==> config.mk <==
export PLATFORM = sky130hd
export DESIGN_NAME = spi_reg_bridge
export DESIGN_NICKNAME = d
export VERILOG_FILES = /design/src/rtl/spi_bridge_pkg.sv /design/src/rtl/spi_word_shifter.sv /design/src/rtl/spi_bus_port.sv /design/src/rtl/spi_burst_ctrl.sv /design/src/rtl/spi_reg_bridge.sv
export SDC_FILE = /design/constraint.sdc
export NUM_CORES = 1
export LEC_CHECK = 0
export BUFFER_PORTS_ARGS = -buffer_cell sky130_fd_sc_hd__buf_2
export CAP_MARGIN = 20
export CORE_UTILIZATION = 59
export CTS_CLUSTER_DIAMETER = 200
export DETAILED_ROUTE_END_ITERATION = 8
export HOLD_SLACK_MARGIN = 0.05
export PLACE_DENSITY_LB_ADDON = 0.2
export SETUP_SLACK_MARGIN = 0.1
export SYNTH_ARGS = -nofsm -noshare
export SYNTH_HDL_FRONTEND = slang
export SYNTH_SLANG_ARGS = --single-unit
export TNS_END_PERCENT = 5
==> constraint.sdc <==
create_clock -name clk -period 2.6 [get_ports clk]
set_input_delay 0.26 -clock clk [delete_from_list [all_inputs] [get_ports clk]]
set_output_delay 0.26 -clock clk [all_outputs]
set_load 0.01 [all_outputs]
==> src/rtl/spi_bridge_pkg.sv <==
package spi_bridge_pkg;

  localparam logic [7:0] OPC_WRITE = 8'h61;
  localparam logic [7:0] OPC_READ  = 8'h41;

  typedef enum logic [1:0] {
    BST_HEADER,
    BST_WRITE,
    BST_READ,
    BST_DISCARD
  } burst_state_e;

endpackage

==> src/rtl/spi_word_shifter.sv <==
module spi_word_shifter #(
  parameter int WORD_W = 32
) (
  input  logic              clk,
  input  logic              rst,
  input  logic              sclk,
  input  logic              cs_n,
  input  logic              mosi,
  input  logic [WORD_W-1:0] tx_word,
  output logic              miso,
  output logic [WORD_W-1:0] rx_word,
  output logic              rx_valid,
  output logic              tx_load
);
  localparam int BCNT_W = $clog2(WORD_W);
  localparam logic [BCNT_W-1:0] LAST_BIT = BCNT_W'(WORD_W - 1);

  logic              sclk_q;
  logic [BCNT_W-1:0] bit_cnt;
  logic              word_seen;
  logic [WORD_W-1:0] rx_sr;
  logic [WORD_W-1:0] tx_sr;
  logic              rise;
  logic              fall;

  assign rise = sclk & ~sclk_q & ~cs_n;
  assign fall = ~sclk & sclk_q & ~cs_n;
  assign miso = tx_sr[WORD_W-1];

  always_ff @(posedge clk) begin
    if (rst) begin
      sclk_q    <= 1'b0;
      bit_cnt   <= '0;
      word_seen <= 1'b0;
      rx_sr     <= '0;
      tx_sr     <= '0;
      rx_word   <= '0;
      rx_valid  <= 1'b0;
      tx_load   <= 1'b0;
    end else begin
      sclk_q   <= sclk;
      rx_valid <= 1'b0;
      tx_load  <= 1'b0;
      if (cs_n) begin
        bit_cnt   <= '0;
        word_seen <= 1'b0;
        tx_sr     <= '0;
      end else begin
        if (rise) begin
          rx_sr <= {rx_sr[WORD_W-2:0], mosi};
          if (bit_cnt == LAST_BIT) begin
            bit_cnt   <= '0;
            rx_word   <= {rx_sr[WORD_W-2:0], mosi};
            rx_valid  <= 1'b1;
            word_seen <= 1'b1;
          end else begin
            bit_cnt <= bit_cnt + 1'b1;
          end
        end
        if (fall) begin
          if (bit_cnt == '0 && word_seen) begin
            tx_sr   <= tx_word;
            tx_load <= 1'b1;
          end else begin
            tx_sr <= {tx_sr[WORD_W-2:0], 1'b0};
          end
        end
      end
    end
  end

endmodule

==> src/rtl/spi_bus_port.sv <==
module spi_bus_port #(
  parameter int WORD_W = 32,
  parameter int ADDR_W = 16
) (
  input  logic              clk,
  input  logic              rst,
  input  logic              start,
  input  logic              start_we,
  input  logic [ADDR_W-1:0] start_addr,
  input  logic [WORD_W-1:0] start_wdata,
  output logic              busy,
  output logic              done,
  output logic [WORD_W-1:0] done_rdata,
  output logic              bus_req,
  output logic              bus_we,
  output logic [ADDR_W-1:0] bus_addr,
  output logic [WORD_W-1:0] bus_wdata,
  input  logic              bus_ack,
  input  logic [WORD_W-1:0] bus_rdata
);
  assign busy = bus_req;

  always_ff @(posedge clk) begin
    if (rst) begin
      bus_req    <= 1'b0;
      bus_we     <= 1'b0;
      bus_addr   <= '0;
      bus_wdata  <= '0;
      done       <= 1'b0;
      done_rdata <= '0;
    end else begin
      done <= 1'b0;
      if (bus_req) begin
        if (bus_ack) begin
          bus_req    <= 1'b0;
          done       <= 1'b1;
          done_rdata <= bus_rdata;
        end
      end else if (start) begin
        bus_req   <= 1'b1;
        bus_we    <= start_we;
        bus_addr  <= start_addr;
        bus_wdata <= start_wdata;
      end
    end
  end

endmodule

==> src/rtl/spi_burst_ctrl.sv <==
module spi_burst_ctrl
  import spi_bridge_pkg::*;
#(
  parameter int WORD_W     = 32,
  parameter int OP_W       = 8,
  parameter int ADDR_W     = 16,
  parameter int LEN_W      = 8,
  parameter int ADDR_LIMIT = 'h8FFF
) (
  input  logic              clk,
  input  logic              rst,
  input  logic              cs_n,
  input  logic [WORD_W-1:0] rx_word,
  input  logic              rx_valid,
  input  logic              tx_load,
  output logic [WORD_W-1:0] tx_word,
  input  logic              bp_busy,
  input  logic              bp_done,
  input  logic [WORD_W-1:0] bp_rdata,
  output logic              bp_start,
  output logic              bp_we,
  output logic [ADDR_W-1:0] bp_addr,
  output logic [WORD_W-1:0] bp_wdata,
  output logic              err
);
  localparam int STEP = WORD_W / 8;
  localparam logic [ADDR_W:0] LIMIT_X = (ADDR_W+1)'(ADDR_LIMIT);
  localparam logic [ADDR_W:0] STEP_X  = (ADDR_W+1)'(STEP);

  burst_state_e      state_q;
  logic [ADDR_W:0]   addr_q;
  logic [LEN_W-1:0]  left_q;
  logic              pend_q;
  logic              rd_wait_q;
  logic [WORD_W-1:0] tx_next_q;
  logic              err_q;

  logic [OP_W-1:0]   hdr_op;
  logic [ADDR_W-1:0] hdr_addr;
  logic [LEN_W-1:0]  hdr_len;
  logic              hdr_ok;
  logic              in_range;
  logic              wr_fire;
  logic              rd_fire;

  assign hdr_op   = rx_word[WORD_W-1 -: OP_W];
  assign hdr_addr = rx_word[LEN_W +: ADDR_W];
  assign hdr_len  = rx_word[LEN_W-1:0];
  assign hdr_ok   = (hdr_len != '0) &&
                    (hdr_op == OP_W'(OPC_WRITE) || hdr_op == OP_W'(OPC_READ));
  assign in_range = (addr_q <= LIMIT_X);

  assign wr_fire  = (state_q == BST_WRITE) && rx_valid && (left_q != '0);
  assign rd_fire  = (state_q == BST_READ) && pend_q && !bp_busy && !rd_wait_q;

  assign bp_start = (wr_fire || rd_fire) && in_range;
  assign bp_we    = (state_q == BST_WRITE);
  assign bp_addr  = addr_q[ADDR_W-1:0];
  assign bp_wdata = rx_word;
  assign tx_word  = tx_next_q;
  assign err      = err_q;

  always_ff @(posedge clk) begin
    if (rst) begin
      state_q   <= BST_HEADER;
      addr_q    <= '0;
      left_q    <= '0;
      pend_q    <= 1'b0;
      rd_wait_q <= 1'b0;
      tx_next_q <= '0;
      err_q     <= 1'b0;
    end else if (cs_n) begin
      state_q   <= BST_HEADER;
      left_q    <= '0;
      pend_q    <= 1'b0;
      rd_wait_q <= 1'b0;
      tx_next_q <= '0;
    end else begin
      if (rx_valid && state_q == BST_HEADER) begin
        addr_q <= {1'b0, hdr_addr};
        left_q <= hdr_len;
        if (!hdr_ok) begin
          state_q <= BST_DISCARD;
          err_q   <= 1'b1;
        end else if (hdr_op == OP_W'(OPC_WRITE)) begin
          state_q <= BST_WRITE;
        end else begin
          state_q <= BST_READ;
          pend_q  <= 1'b1;
        end
      end
      if (wr_fire) begin
        left_q <= left_q - 1'b1;
        addr_q <= addr_q + STEP_X;
        if (!in_range) err_q <= 1'b1;
      end
      if (tx_load) begin
        tx_next_q <= '0;
        if (state_q == BST_READ && left_q != '0) pend_q <= 1'b1;
      end
      if (rd_fire) begin
        pend_q <= 1'b0;
        left_q <= left_q - 1'b1;
        addr_q <= addr_q + STEP_X;
        if (in_range) rd_wait_q <= 1'b1;
        else          err_q     <= 1'b1;
      end
      if (bp_done && rd_wait_q) begin
        tx_next_q <= bp_rdata;
        rd_wait_q <= 1'b0;
      end
    end
  end

endmodule

==> src/rtl/spi_reg_bridge.sv <==
module spi_reg_bridge #(
  parameter int WORD_W     = 32,
  parameter int OP_W       = 8,
  parameter int ADDR_W     = 16,
  parameter int LEN_W      = 8,
  parameter int ADDR_LIMIT = 'h8FFF
) (
  input  logic              clk,
  input  logic              rst,
  input  logic              spi_sclk,
  input  logic              spi_cs_n,
  input  logic              spi_mosi,
  output logic              spi_miso,
  output logic              bus_req,
  output logic              bus_we,
  output logic [ADDR_W-1:0] bus_addr,
  output logic [WORD_W-1:0] bus_wdata,
  input  logic              bus_ack,
  input  logic [WORD_W-1:0] bus_rdata,
  output logic              err_flag
);
  logic [WORD_W-1:0] rx_word;
  logic              rx_valid;
  logic              tx_load;
  logic [WORD_W-1:0] tx_word;
  logic              bp_start;
  logic              bp_we;
  logic [ADDR_W-1:0] bp_addr;
  logic [WORD_W-1:0] bp_wdata;
  logic              bp_busy;
  logic              bp_done;
  logic [WORD_W-1:0] bp_rdata;

  spi_word_shifter #(.WORD_W(WORD_W)) shifter_i (
    .clk(clk), .rst(rst), .sclk(spi_sclk), .cs_n(spi_cs_n), .mosi(spi_mosi),
    .tx_word(tx_word), .miso(spi_miso), .rx_word(rx_word),
    .rx_valid(rx_valid), .tx_load(tx_load)
  );

  spi_burst_ctrl #(
    .WORD_W(WORD_W), .OP_W(OP_W), .ADDR_W(ADDR_W), .LEN_W(LEN_W),
    .ADDR_LIMIT(ADDR_LIMIT)
  ) ctrl_i (
    .clk(clk), .rst(rst), .cs_n(spi_cs_n), .rx_word(rx_word),
    .rx_valid(rx_valid), .tx_load(tx_load), .tx_word(tx_word),
    .bp_busy(bp_busy), .bp_done(bp_done), .bp_rdata(bp_rdata),
    .bp_start(bp_start), .bp_we(bp_we), .bp_addr(bp_addr),
    .bp_wdata(bp_wdata), .err(err_flag)
  );

  spi_bus_port #(.WORD_W(WORD_W), .ADDR_W(ADDR_W)) port_i (
    .clk(clk), .rst(rst), .start(bp_start), .start_we(bp_we),
    .start_addr(bp_addr), .start_wdata(bp_wdata), .busy(bp_busy),
    .done(bp_done), .done_rdata(bp_rdata), .bus_req(bus_req),
    .bus_we(bus_we), .bus_addr(bus_addr), .bus_wdata(bus_wdata),
    .bus_ack(bus_ack), .bus_rdata(bus_rdata)
  );

endmodule

# [After elaboration in Yosys (flattened, before gate mapping)]
# Cells that the tools add are included.
[op_classes] add_sub_neg=3 magnitude_cmp=1 eq_ne=5 muxes=29 bitwise=10 reduce_logical=34
[ops] op="32-bit 2-to-1 mux" n=3
[ops] op="17-bit 2-to-1 mux" n=3
[ops] op="8-bit 2-to-1 mux" n=3
[ops] op="17-bit by 3-bit adder with 17-bit output (second input constant)" n=1
[ops] op="17-bit by 16-bit <= comparator with 1-bit output (second input constant)" n=1
[ops] op="1-bit 2-to-1 mux" n=17
[ops] op="8-bit by 7-bit == test with 1-bit output (second input constant)" n=2
[ops] op="8-bit nonzero test" n=2
[ops] op="2-bit AND reduction" n=6
[ops] op="3-bit OR reduction" n=4
[ops] op="1-bit logical AND" n=11
[ops] op="8-bit by 1-bit subtractor with 8-bit output (second input constant)" n=1
[ops] op="1-bit NOT" n=6
[ops] op="5-bit by 1-bit adder with 5-bit output (second input constant)" n=1
[ops] op="5-bit == test (second input constant)" n=1
[ops] op="5-bit zero test" n=1
[ops] op="5-bit 2-to-1 mux" n=1
[ops] op="1-bit AND" n=4
[ops] op="2-bit 2-to-1 mux" n=2
[ops] op="2-bit OR reduction" n=2
[ops] op="3-bit AND reduction" n=1
[ops] op="3-bit nonzero test" n=1
[ops] op="2-bit by 1-bit == test with 1-bit output (second input constant)" n=1
[ops] op="2-bit == test (second input constant)" n=1
[ops] op="4 further kinds" n=6
[totals] reg_bits=249 output_inout_bits=52 elab_cells=103

# [Logic depth before layout (Yosys ltp)]
# Gate-level depths: netlist of run 1.
[depth] word_depth=9 mapped_depth=9

# [Modules after synthesis]
# From an unflattened synthesis of run 1, not the netlist that was laid out.
[hier_totals] hier_cells=1307 area_unflattened_um2=11203.2
[modules_own_cells] mod="spi_word_shifter" instances=1 cells_each=510 area_each_um2=4007.6
[modules_own_cells] mod="spi_bus_port" instances=1 cells_each=376 area_each_um2=3799.9
[modules_own_cells] mod="spi_burst_ctrl" instances=1 cells_each=421 area_each_um2=3395.8

# [Least setup slack after synthesis of run 1]
# No wires, ideal clock.
[synth_path] path_type="flip-flop to flip-flop" from="register ctrl_i.addr_q[2]" to="register port_i.bus_wdata[21]" setup_time_ps=72 arrival_time_ps=2096 required_ps=2528 slack_ps=432 stages_incl_launch_ff=9 n_path_buf=2 cell_sequence="dfxtp_1 > ha_1 > and4_1 > nand3_1 > a311o_1 > nor3_2 > buf_6 > buf_6 > mux2i_1"
[synth_between] elab_chain_len=3
[synth_rtl] item="from (decl)" line="spi_burst_ctrl.sv:31" source="logic [ADDR_W:0] addr_q;"
[synth_rtl] item="from (signal assigned)" line="spi_burst_ctrl.sv:80" source="addr_q <= {1'b0, hdr_addr};"
[synth_rtl] item="from (signal assigned)" line="spi_burst_ctrl.sv:94" source="addr_q <= addr_q + STEP_X;"
[synth_rtl] item="from (signal assigned)" line="spi_burst_ctrl.sv:104" source="addr_q <= addr_q + STEP_X;"
[synth_rtl] item="17-bit by 16-bit <= comparator with 1-bit output" line="spi_burst_ctrl.sv:51" source="assign in_range = (addr_q <= LIMIT_X);"
[synth_rtl] item="1-bit logical AND" line="spi_burst_ctrl.sv:56" source="assign bp_start = (wr_fire || rd_fire) && in_range;"
[synth_rtl] item="2-bit AND reduction (no line)"
[synth_rtl] item="to (signal assigned)" line="spi_bus_port.sv:43" source="bus_wdata <= start_wdata;"
[synth_rtl] item="to (decl)" line="spi_bus_port.sv:17" source="output logic [WORD_W-1:0] bus_wdata,"
# No other way between the ends.
# A chain may end at the register's enable or synchronous reset.

# [Final worst setup path of run 1]
[layout_path] from="register ctrl_i.addr_q[3]" to="register port_i.bus_wdata[3]"
# Same word-level chain as after synthesis.

==> results of run 1 <==
[metrics by stage]
step / hold WS, ns / cell area [µm²] / util / std cells / setup WS [ns]
5_1_grt: 0.1911 / 11720 / 0.7296 / 1459 / 0.1423
3_3_place_gp: 0.4396 / 10490 / 0.6530 / 1373 / 0.3224
3_5_place_dp: 0.4439 / 10490 / 0.6530 / 1373 / 0.2494
4_1_cts: 0.1639 / 11650 / 0.7257 / 1454 / 0.1944
6_report: 0.1771 / 11720 / 0.7296 / 1459 / 0.2141
2_1_floorplan: 0.3857 / 9837 / - / 1120 / 0.4319
[sequential cells by signal, indices dropped and copies added, names as in the netlist]
name and cells:
ctrl_i.addr_q 17, ctrl_i.err 1, ctrl_i.left_q 8, ctrl_i.pend_q 1, ctrl_i.rd_wait_q 1, ctrl_i.state_q 2, ctrl_i.tx_word 32, port_i.bus_addr 16
port_i.bus_req 1, port_i.bus_wdata 32, port_i.bus_we 1, port_i.done 1, port_i.done_rdata 32, shifter_i.bit_cnt 5, shifter_i.rx_sr 31, shifter_i.rx_valid 1
shifter_i.rx_word 32, shifter_i.sclk_q 1, shifter_i.tx_load 1, shifter_i.tx_sr 32, shifter_i.word_seen 1
[cells in the final DEF, fill, tap and decap left out, drive strengths merged, types with 2 or more instances in the layout]
cell           n
a211oi        34
inv           14
nor2          58
o31a           2
or2            2
dfxtp        249
nor4b          2
nor3          14
nand2b         5
a311oi         3
nor2b          6
bufinv         2
o21ai         15
mux2i         86
a21oi        120
nand4          3
a31oi          5
a22oi          5
and3           6
buf          121
and2           2
clkbuf        41
nand2        281
xor2           2
a22o          32
ha             6
nand3         11
or3            2
clkinv         3
a2bb2oi        3
nor4           6
o21a           6
nand3b        33
o311ai         2
or4            5
dlygate4sd3   35
o22ai          5
[synth_stat cells (13+ instances only)]
| cell | number |
|---|---|
| clkbuf_1 | 65 |
| mux2i_1 | 86 |
| o21ai_0 | 15 |
| nor3_1 | 13 |
| nand3b_1 | 33 |
| dfxtp_1 | 249 |
| nand2_1 | 281 |
| a22o_1 | 32 |
| a21oi_1 | 120 |
| inv_1 | 13 |
| nor2_1 | 57 |
| a211oi_1 | 33 |
[per-layer routing]
| layer | track usage | vias to the layer above |
|---|---|---|
| li1 | - | 4080 |
| met1 | 0.3670 | 3876 |
| met2 | 0.4229 | 236 |
| met3 | 0.03974 | 41 |
| met4 | 0.08954 | 0 |
| met5 | 0 | - |
[worst reg2reg max path: cells and delay by family (launching register included)]
family          cells  cell delay (ns)
fa+ha+maj           1             0.22
mux                 1             0.23
flops               1             0.37
compound gates      1             0.46
buf+inv             2             0.39
simple gates        3             0.62
[layout make-up]
cell class                      instances  area (µm²)
Timing Repair Buffer                  157        1090
Clock buffer                           40       732.0
Multi-Input combinational cell        777        4503
Tap cell                              216       270.3
Clock inverter                          6       83.83
Sequential cell                       249        4986
Inverter                               13       48.80
Antenna cell                            1       2.502
Fill cell                            1201        4342
[logic make-up (layout without fill, tap and decap cells)]
| group | count (synthesis) | after routing | synth area share |
|---|---|---|---|
| adder cells (fa/ha/maj) | 6 | 6 | 0.007631 |
| other | 0 | 1 | 0 |
| XOR/XNOR | 2 | 2 | 0.001781 |
| flip-flops | 249 | 249 | 0.5067 |
| multiplexers | 87 | 87 | 0.08865 |
| AND/OR/NAND/NOR | 438 | 438 | 0.1972 |
| AO/OA/AOI/OAI | 244 | 244 | 0.1587 |
| buffers and inverters | 94 | 216 | 0.03930 |
[how the worst max path moves through the flow]
stage	slack [ns]	to	from	depth (start not counted)
CTS	0.19	port_i.bus_wdata[20]	ctrl_i.addr_q[3]	7
floorplan	0.43	port_i.bus_wdata[21]	ctrl_i.addr_q[2]	8
detailed placement	0.25	port_i.bus_wdata[9]	ctrl_i.left_q[0]	8
global placement	0.32	port_i.bus_wdata[27]	ctrl_i.left_q[0]	8
global route	0.14	port_i.bus_wdata[20]	ctrl_i.left_q[0]	9
finish	0.21	port_i.bus_wdata[3]	ctrl_i.addr_q[3]	8
[timing repair]
action,in CTS,in global routing
setup buffers,0,2
setup endpoints to repair,0,51
endpoints found under the hold margin,36,0
hold buffers,35,0
resized for setup,0,7
[power groups by stage]
stage                     registers [W]  logic [W]  clock network (W)
after floorplan                 0.00392   0.000118                  0
after global placement          0.00392   0.000185                  0
after detailed placement        0.00392   0.000186                  0
after CTS                       0.00383   0.000227            0.00363
after global routing            0.00383   0.000251            0.00379
final                           0.00383   0.000231            0.00358
==> impl_metrics.ini, run 1 <==
[synthesis]
synth_top_cell_area_share = 0.5067
yosysSeqAreaShare = 0.5067
synth_edf_count = 0
avgSynthCellArea_um2 = 8.783
async_flop_share = 0
ys_seq_elements = 249
syn_area_um2 = 9837
synth.distinct_cells = 58
synth_ff_type = dfxtp_1
yosys.area.top_type = dfxtp_1
yosys-top-cells-area = dfxtp_1 (51%), nand2_1 (11%), mux2i_1 (8.8%), a21oi_1 (6.1%), a22o_1 (2.8%)
synthCells = 1120
synth_warnings = 0
synth_nets = 1164

[pwr]
vdd_drop_max_mv = 0.5404
swShare = 0.2104
switchingPower_w = 0.001610
power_w = 0.007649
p_seq_frac = 0.501
internal_power_w = 0.006040
p_clk_frac = 0.469
p_leak_nw = 4.067
p_per_area_nw_per_um2 = 652.9
power.share.combinational = 0.030

[sta]
rsz0062_at_grt = false
fin_skew_ns = 0.01557
hold_viol = 0
max_freq_ghz = 0.4191
timing.final.crit_share = 0.9177
setup_violations = 0
tightest_slew_ns = 0.7183
drv_slew = 0
max-slew-margin-rel = 0.5211
period_minus_slack_ns = 2.386
tns_ns = 0

[drt]
viasPerCell = 5.643
route.met3.wl_um = 1297
top_layer = met4
final_antenna_net_count = 0
wl_met2_um = 10600
vias = 8233
firstDrtPassIters = 5
drc = 0
m1WireLength_um = 10810
drt_first_iter_violations = 764
post_drt_wl_per_cell_um = 15.95
wl_um = 23280

[cells_and_area]
synthToLayoutAreaGrowth_pct = 19.10
fin_nets = 1267
drive_gt1_frac = 0.1409

[clock_tree]
cts_num_sinks = 249
root_buffer = clkbuf_16
clockBufferDepth = 3
clk_pin_slew_ns = 0.06
cts_made_buffers = 25
cts_tree = built
clk_latency_ns = 0.53
htreeDepth = 1

[min_path]
worstHoldPathType = in2reg
hold_path_startpoint = bus_ack
holdPathStages = 3
whs_endpoint = port_i.bus_req

[global_routing]
grt_pass1_wl_um = 38050
track_usage = 0.2652
grt_pass1_vias = 7743
globalRouteOverflowTotal = 0
antenna_found_initial = 1
grt_max_degree = 72

[job]
maxCapViolations = 0

[setup_path]
r2r_start = ctrl_i.addr_q[3]
worst_path_max_delay_cell = a311o_2
slowest_delay_ns = 0.46
cp.required_ns = 3.04
cp.buffers_inverters = 2
critPathTopFamily = simple AND/OR/NAND/NOR gates
timing.reg2reg.worst_path_depth = 8
path_class = reg2reg
cp_cell_sequence = ha_2 > and4_1 > nand3_1 > a311o_2 > nor3_4 > buf_4 > buf_12 > mux2i_1
r2r_slack_ns = 0.21
cp.arrival_ns = 2.83
crit_path_start_kind = register
cp_max_fo = 19
reg2reg_to = port_i.bus_wdata[3]
critPathCaptureType = register

[floorplanning]
die_w_um = 131.1
num_rows = 46
die_y_um = 131.1
start_util = 0.6126
io_pins = 90
dieArea_um2 = 17190
core_area_um2 = 16060

[placed_design]
finalWeightedCongestion = 0.9446
dpl.hpwl_um = 14310
numPortBuffers = 89

[status]
outcome = finished clean
(Power assumes the default switching activity.)
==> run 2: changes to the inputs <==
ABC_AREA = 1   (was default)
CORE_UTILIZATION = 60   (was 59)
==> run 2 against run 1 <==
Compared with the run above: clock power down 4%; power down 1.2%; largest cell class unchanged; critical path type unchanged; critical endpoint is now port_i.bus_we; maximum frequency increased by 16%.
==> impl_metrics.ini, run 2 <==
[min_path]
hold_path_startpoint = bus_ack
whs_endpoint = port_i.done
holdPathStages = 3
worstHoldPathType = in2reg

[pwr]
swShare = 0.2156
internal_power_w = 0.005928
p_leak_nw = 5.173
p_seq_frac = 0.511
power.share.combinational = 0.035
p_clk_frac = 0.454
vdd_drop_max_mv = 0.5333
p_per_area_nw_per_um2 = 614.6
switchingPower_w = 0.001630

[setup_path]
slowest_delay_ns = 0.47
r2r_start = ctrl_i.addr_q[9]
cp_cell_sequence = nand2_2 > nor2_2 > inv_2 > nor2_1 > nand3_1 > nand2_2 > buf_4 > nand4_1 > nand2_1 > nor2_1
cp_max_fo = 51
timing.reg2reg.worst_path_depth = 10
reg2reg_to = port_i.bus_we
path_class = reg2reg
cp.depth = 10
cp.required_ns = 3.01
crit_path_start_kind = register
r2r_slack_ns = 0.54
critPathTopFamily = simple AND/OR/NAND/NOR gates
worst_path_max_delay_cell = dfxtp_1
cp.arrival_ns = 2.47
cp.buffers_inverters = 2
critPathCaptureType = register

[sta]
max-slew-margin-rel = 0.3164
fin_skew_ns = 0.01057
hold_viol = 0
period_minus_slack_ns = 2.063
drv_slew = 0
hold-worst-slack_ns = 0.1276
setup_violations = 0
tns_ns = 0
max_freq_ghz = 0.4846
worst_slack_ns = 0.5366
rsz0062_at_grt = false
timing.final.crit_share = 0.7936
tightest_slew_ns = 1.025

[clock_tree]
clk_latency_ns = 0.52
cts_num_sinks = 249
cts_tree = built
clk_pin_slew_ns = 0.06
htreeDepth = 1
post_cts_buffers = 0
clockBufferDepth = 3
ctsResizeCount = 0
root_buffer = clkbuf_16
cts_made_buffers = 25

[synthesis]
synthMuxAreaShare = 0
synth_compound_area_frac = 0.1497
synth_warnings = 0
synth_top_family_by_area = simple AND/OR/NAND/NOR gates
ys_seq_elements = 249
yosysMostFrequentCell = inv_1
synth_fa_ha_area_frac = 0.007068
synth_top_cell_area_share = 0.4693
synth_xor_xnor_area_share = 0.007421
synth_nets = 1538
synthCells = 1494
synth_ff_type = dfxtp_1
yosys.area.top_type = dfxtp_1
synthSimpleGateAreaFrac = 0.2217
synth.distinct_cells = 34
avgSynthCellArea_um2 = 7.109
yosys-top-cells-area = dfxtp_1 (47%), inv_1 (11%), nand2_1 (10%), nor2_1 (4.8%), o21ai_0 (4.7%)
async_flop_share = 0
yosysSeqAreaShare = 0.4693
synth_edf_count = 0
synth_commonest_cells = inv_1 (310), nand2_1 (286), dfxtp_1 (249)
syn_area_um2 = 10620

[global_routing]
grt_max_degree = 109
grt_use_met2 = 0.4338
globalRouteOverflowTotal = 0
track_usage = 0.2704
grt_pass1_vias = 8398
top_usage_layer = met2
use_met3 = 0.02890
antenna_found_initial = 0
grt_pass1_wl_um = 40360
met1_usage = 0.3850

[floorplanning]
core_area_um2 = 17300
die_y_um = 135.1
die_w_um = 135.1
num_rows = 48
io_pins = 90
start_util = 0.6141
dieArea_um2 = 18240

[placed_design]
dp_slack_ns = 0.5925
finalWeightedCongestion = 0.9379
numPortBuffers = 89
post-place-cells = 1745
placed_area_um2 = 11180
dpl.hpwl_um = 15810

[job]
maxCapViolations = 0

[cells_and_area]
final_cell_mix = inv_1 (310), nand2_1 (285), dfxtp_1 (249)
stdcell_count = 1823
fin_nets = 1625
mostFrequentLayoutCell = inv_1
finalInstanceArea_um2 = 12300
synthToLayoutAreaGrowth_pct = 15.76
n_antenna_cell = 0
drive_gt1_frac = 0.1058

[drt]
drt_first_iter_violations = 908
viasPerCell = 5.203
final_antenna_net_count = 0
vias = 9485
post_drt_wl_per_cell_um = 13.42
wl_um = 24460
drc = 0
firstDrtPassIters = 6

[status]
outcome = finished clean
-- run 2: changes by cell type after synthesis, sizes merged, moves of 31 or more --
cell / before / now
mux2i: 86 / 0
nand3: 11 / 51
a211oi: 34 / 2
nand4: 3 / 57
a22o: 32 / 0
o211ai: 1 / 63
inv: 13 / 315
nor2: 58 / 139
a21oi: 120 / 71
o21ai: 15 / 101
nand3b: 33 / 2
-- run 2: layout make-up --
| cell class | instances | area, µm² |
|---|---|---|
| fillers | 1406 | 5001 |
| flip-flops and latches | 249 | 4985 |
| multi-input cells | 844 | 4114 |
| inverters | 316 | 1186 |
| repair buffers | 145 | 950.9 |
| clock buffers | 33 | 695.7 |
| well taps | 225 | 281.5 |
| clock inverters | 11 | 82.58 |
-- run 2: how the worst max path moves through the flow --
stage,slack [ns],endpoint,start
after floorplan,0.93,shifter_i.rx_word[11],shifter_i.bit_cnt[0]
after global placement,0.60,port_i.bus_wdata[29],ctrl_i.addr_q[9]
after detailed placement,0.59,port_i.bus_wdata[29],ctrl_i.addr_q[9]
after CTS,0.55,port_i.bus_we,ctrl_i.addr_q[9]
after global routing,0.31,port_i.bus_we,ctrl_i.addr_q[9]
final,0.54,port_i.bus_we,ctrl_i.addr_q[9]
-- run 2: logic make-up after synthesis --
family | after synthesis
flip-flops | 249
AND/OR/NAND/NOR | 555
AO/OA/AOI/OAI | 274
XOR/XNOR | 9
adder cells (fa/ha/maj) | 6
buffers and inverters | 401
-- run 2: metal layers --
layer	share of wire	vias up	wire length [µm]
met2	0.45	251	10890
met3	0.055	39	1343
met1	0.48	4308	11670
li1	-	4887	-
met5	0	-	0
met4	0.022	0	549
-- run 2: timing repair --
action,CTS,global route
endpoints found under the hold margin,34,0
setup endpoints to repair,0,0
hold buffers,34,0
-- run 2: stage by stage --
step                        util  power [W]
final                     0.7109   0.007557
after detailed placement  0.6462   0.004169
after CTS                 0.7109   0.007602
after global routing      0.7109   0.007791
after global placement    0.6462   0.004164
after floorplan                -   0.004092
-- run 2: power groups by stage --
stage	Combinational (W)	Sequential (W)	Clock, W
6_report	0.000262	0.00387	0.00343
5_1_grt	0.000295	0.00387	0.00363
4_1_cts	0.000260	0.00386	0.00348
3_5_place_dp	0.000219	0.00395	0
3_3_place_gp	0.000215	0.00395	0
2_1_floorplan	0.000146	0.00395	0
-- run 2: worst reg2reg max path, cell delays in order, from the launching register on --
cell,delay [ns]
dfxtp_1,0.47
nand2_2,0.12
nor2_2,0.15
inv_2,0.04
nor2_1,0.14
nand3_1,0.13
nand2_2,0.12
buf_4,0.44
nand4_1,0.20
nand2_1,0.11
nor2_1,0.05
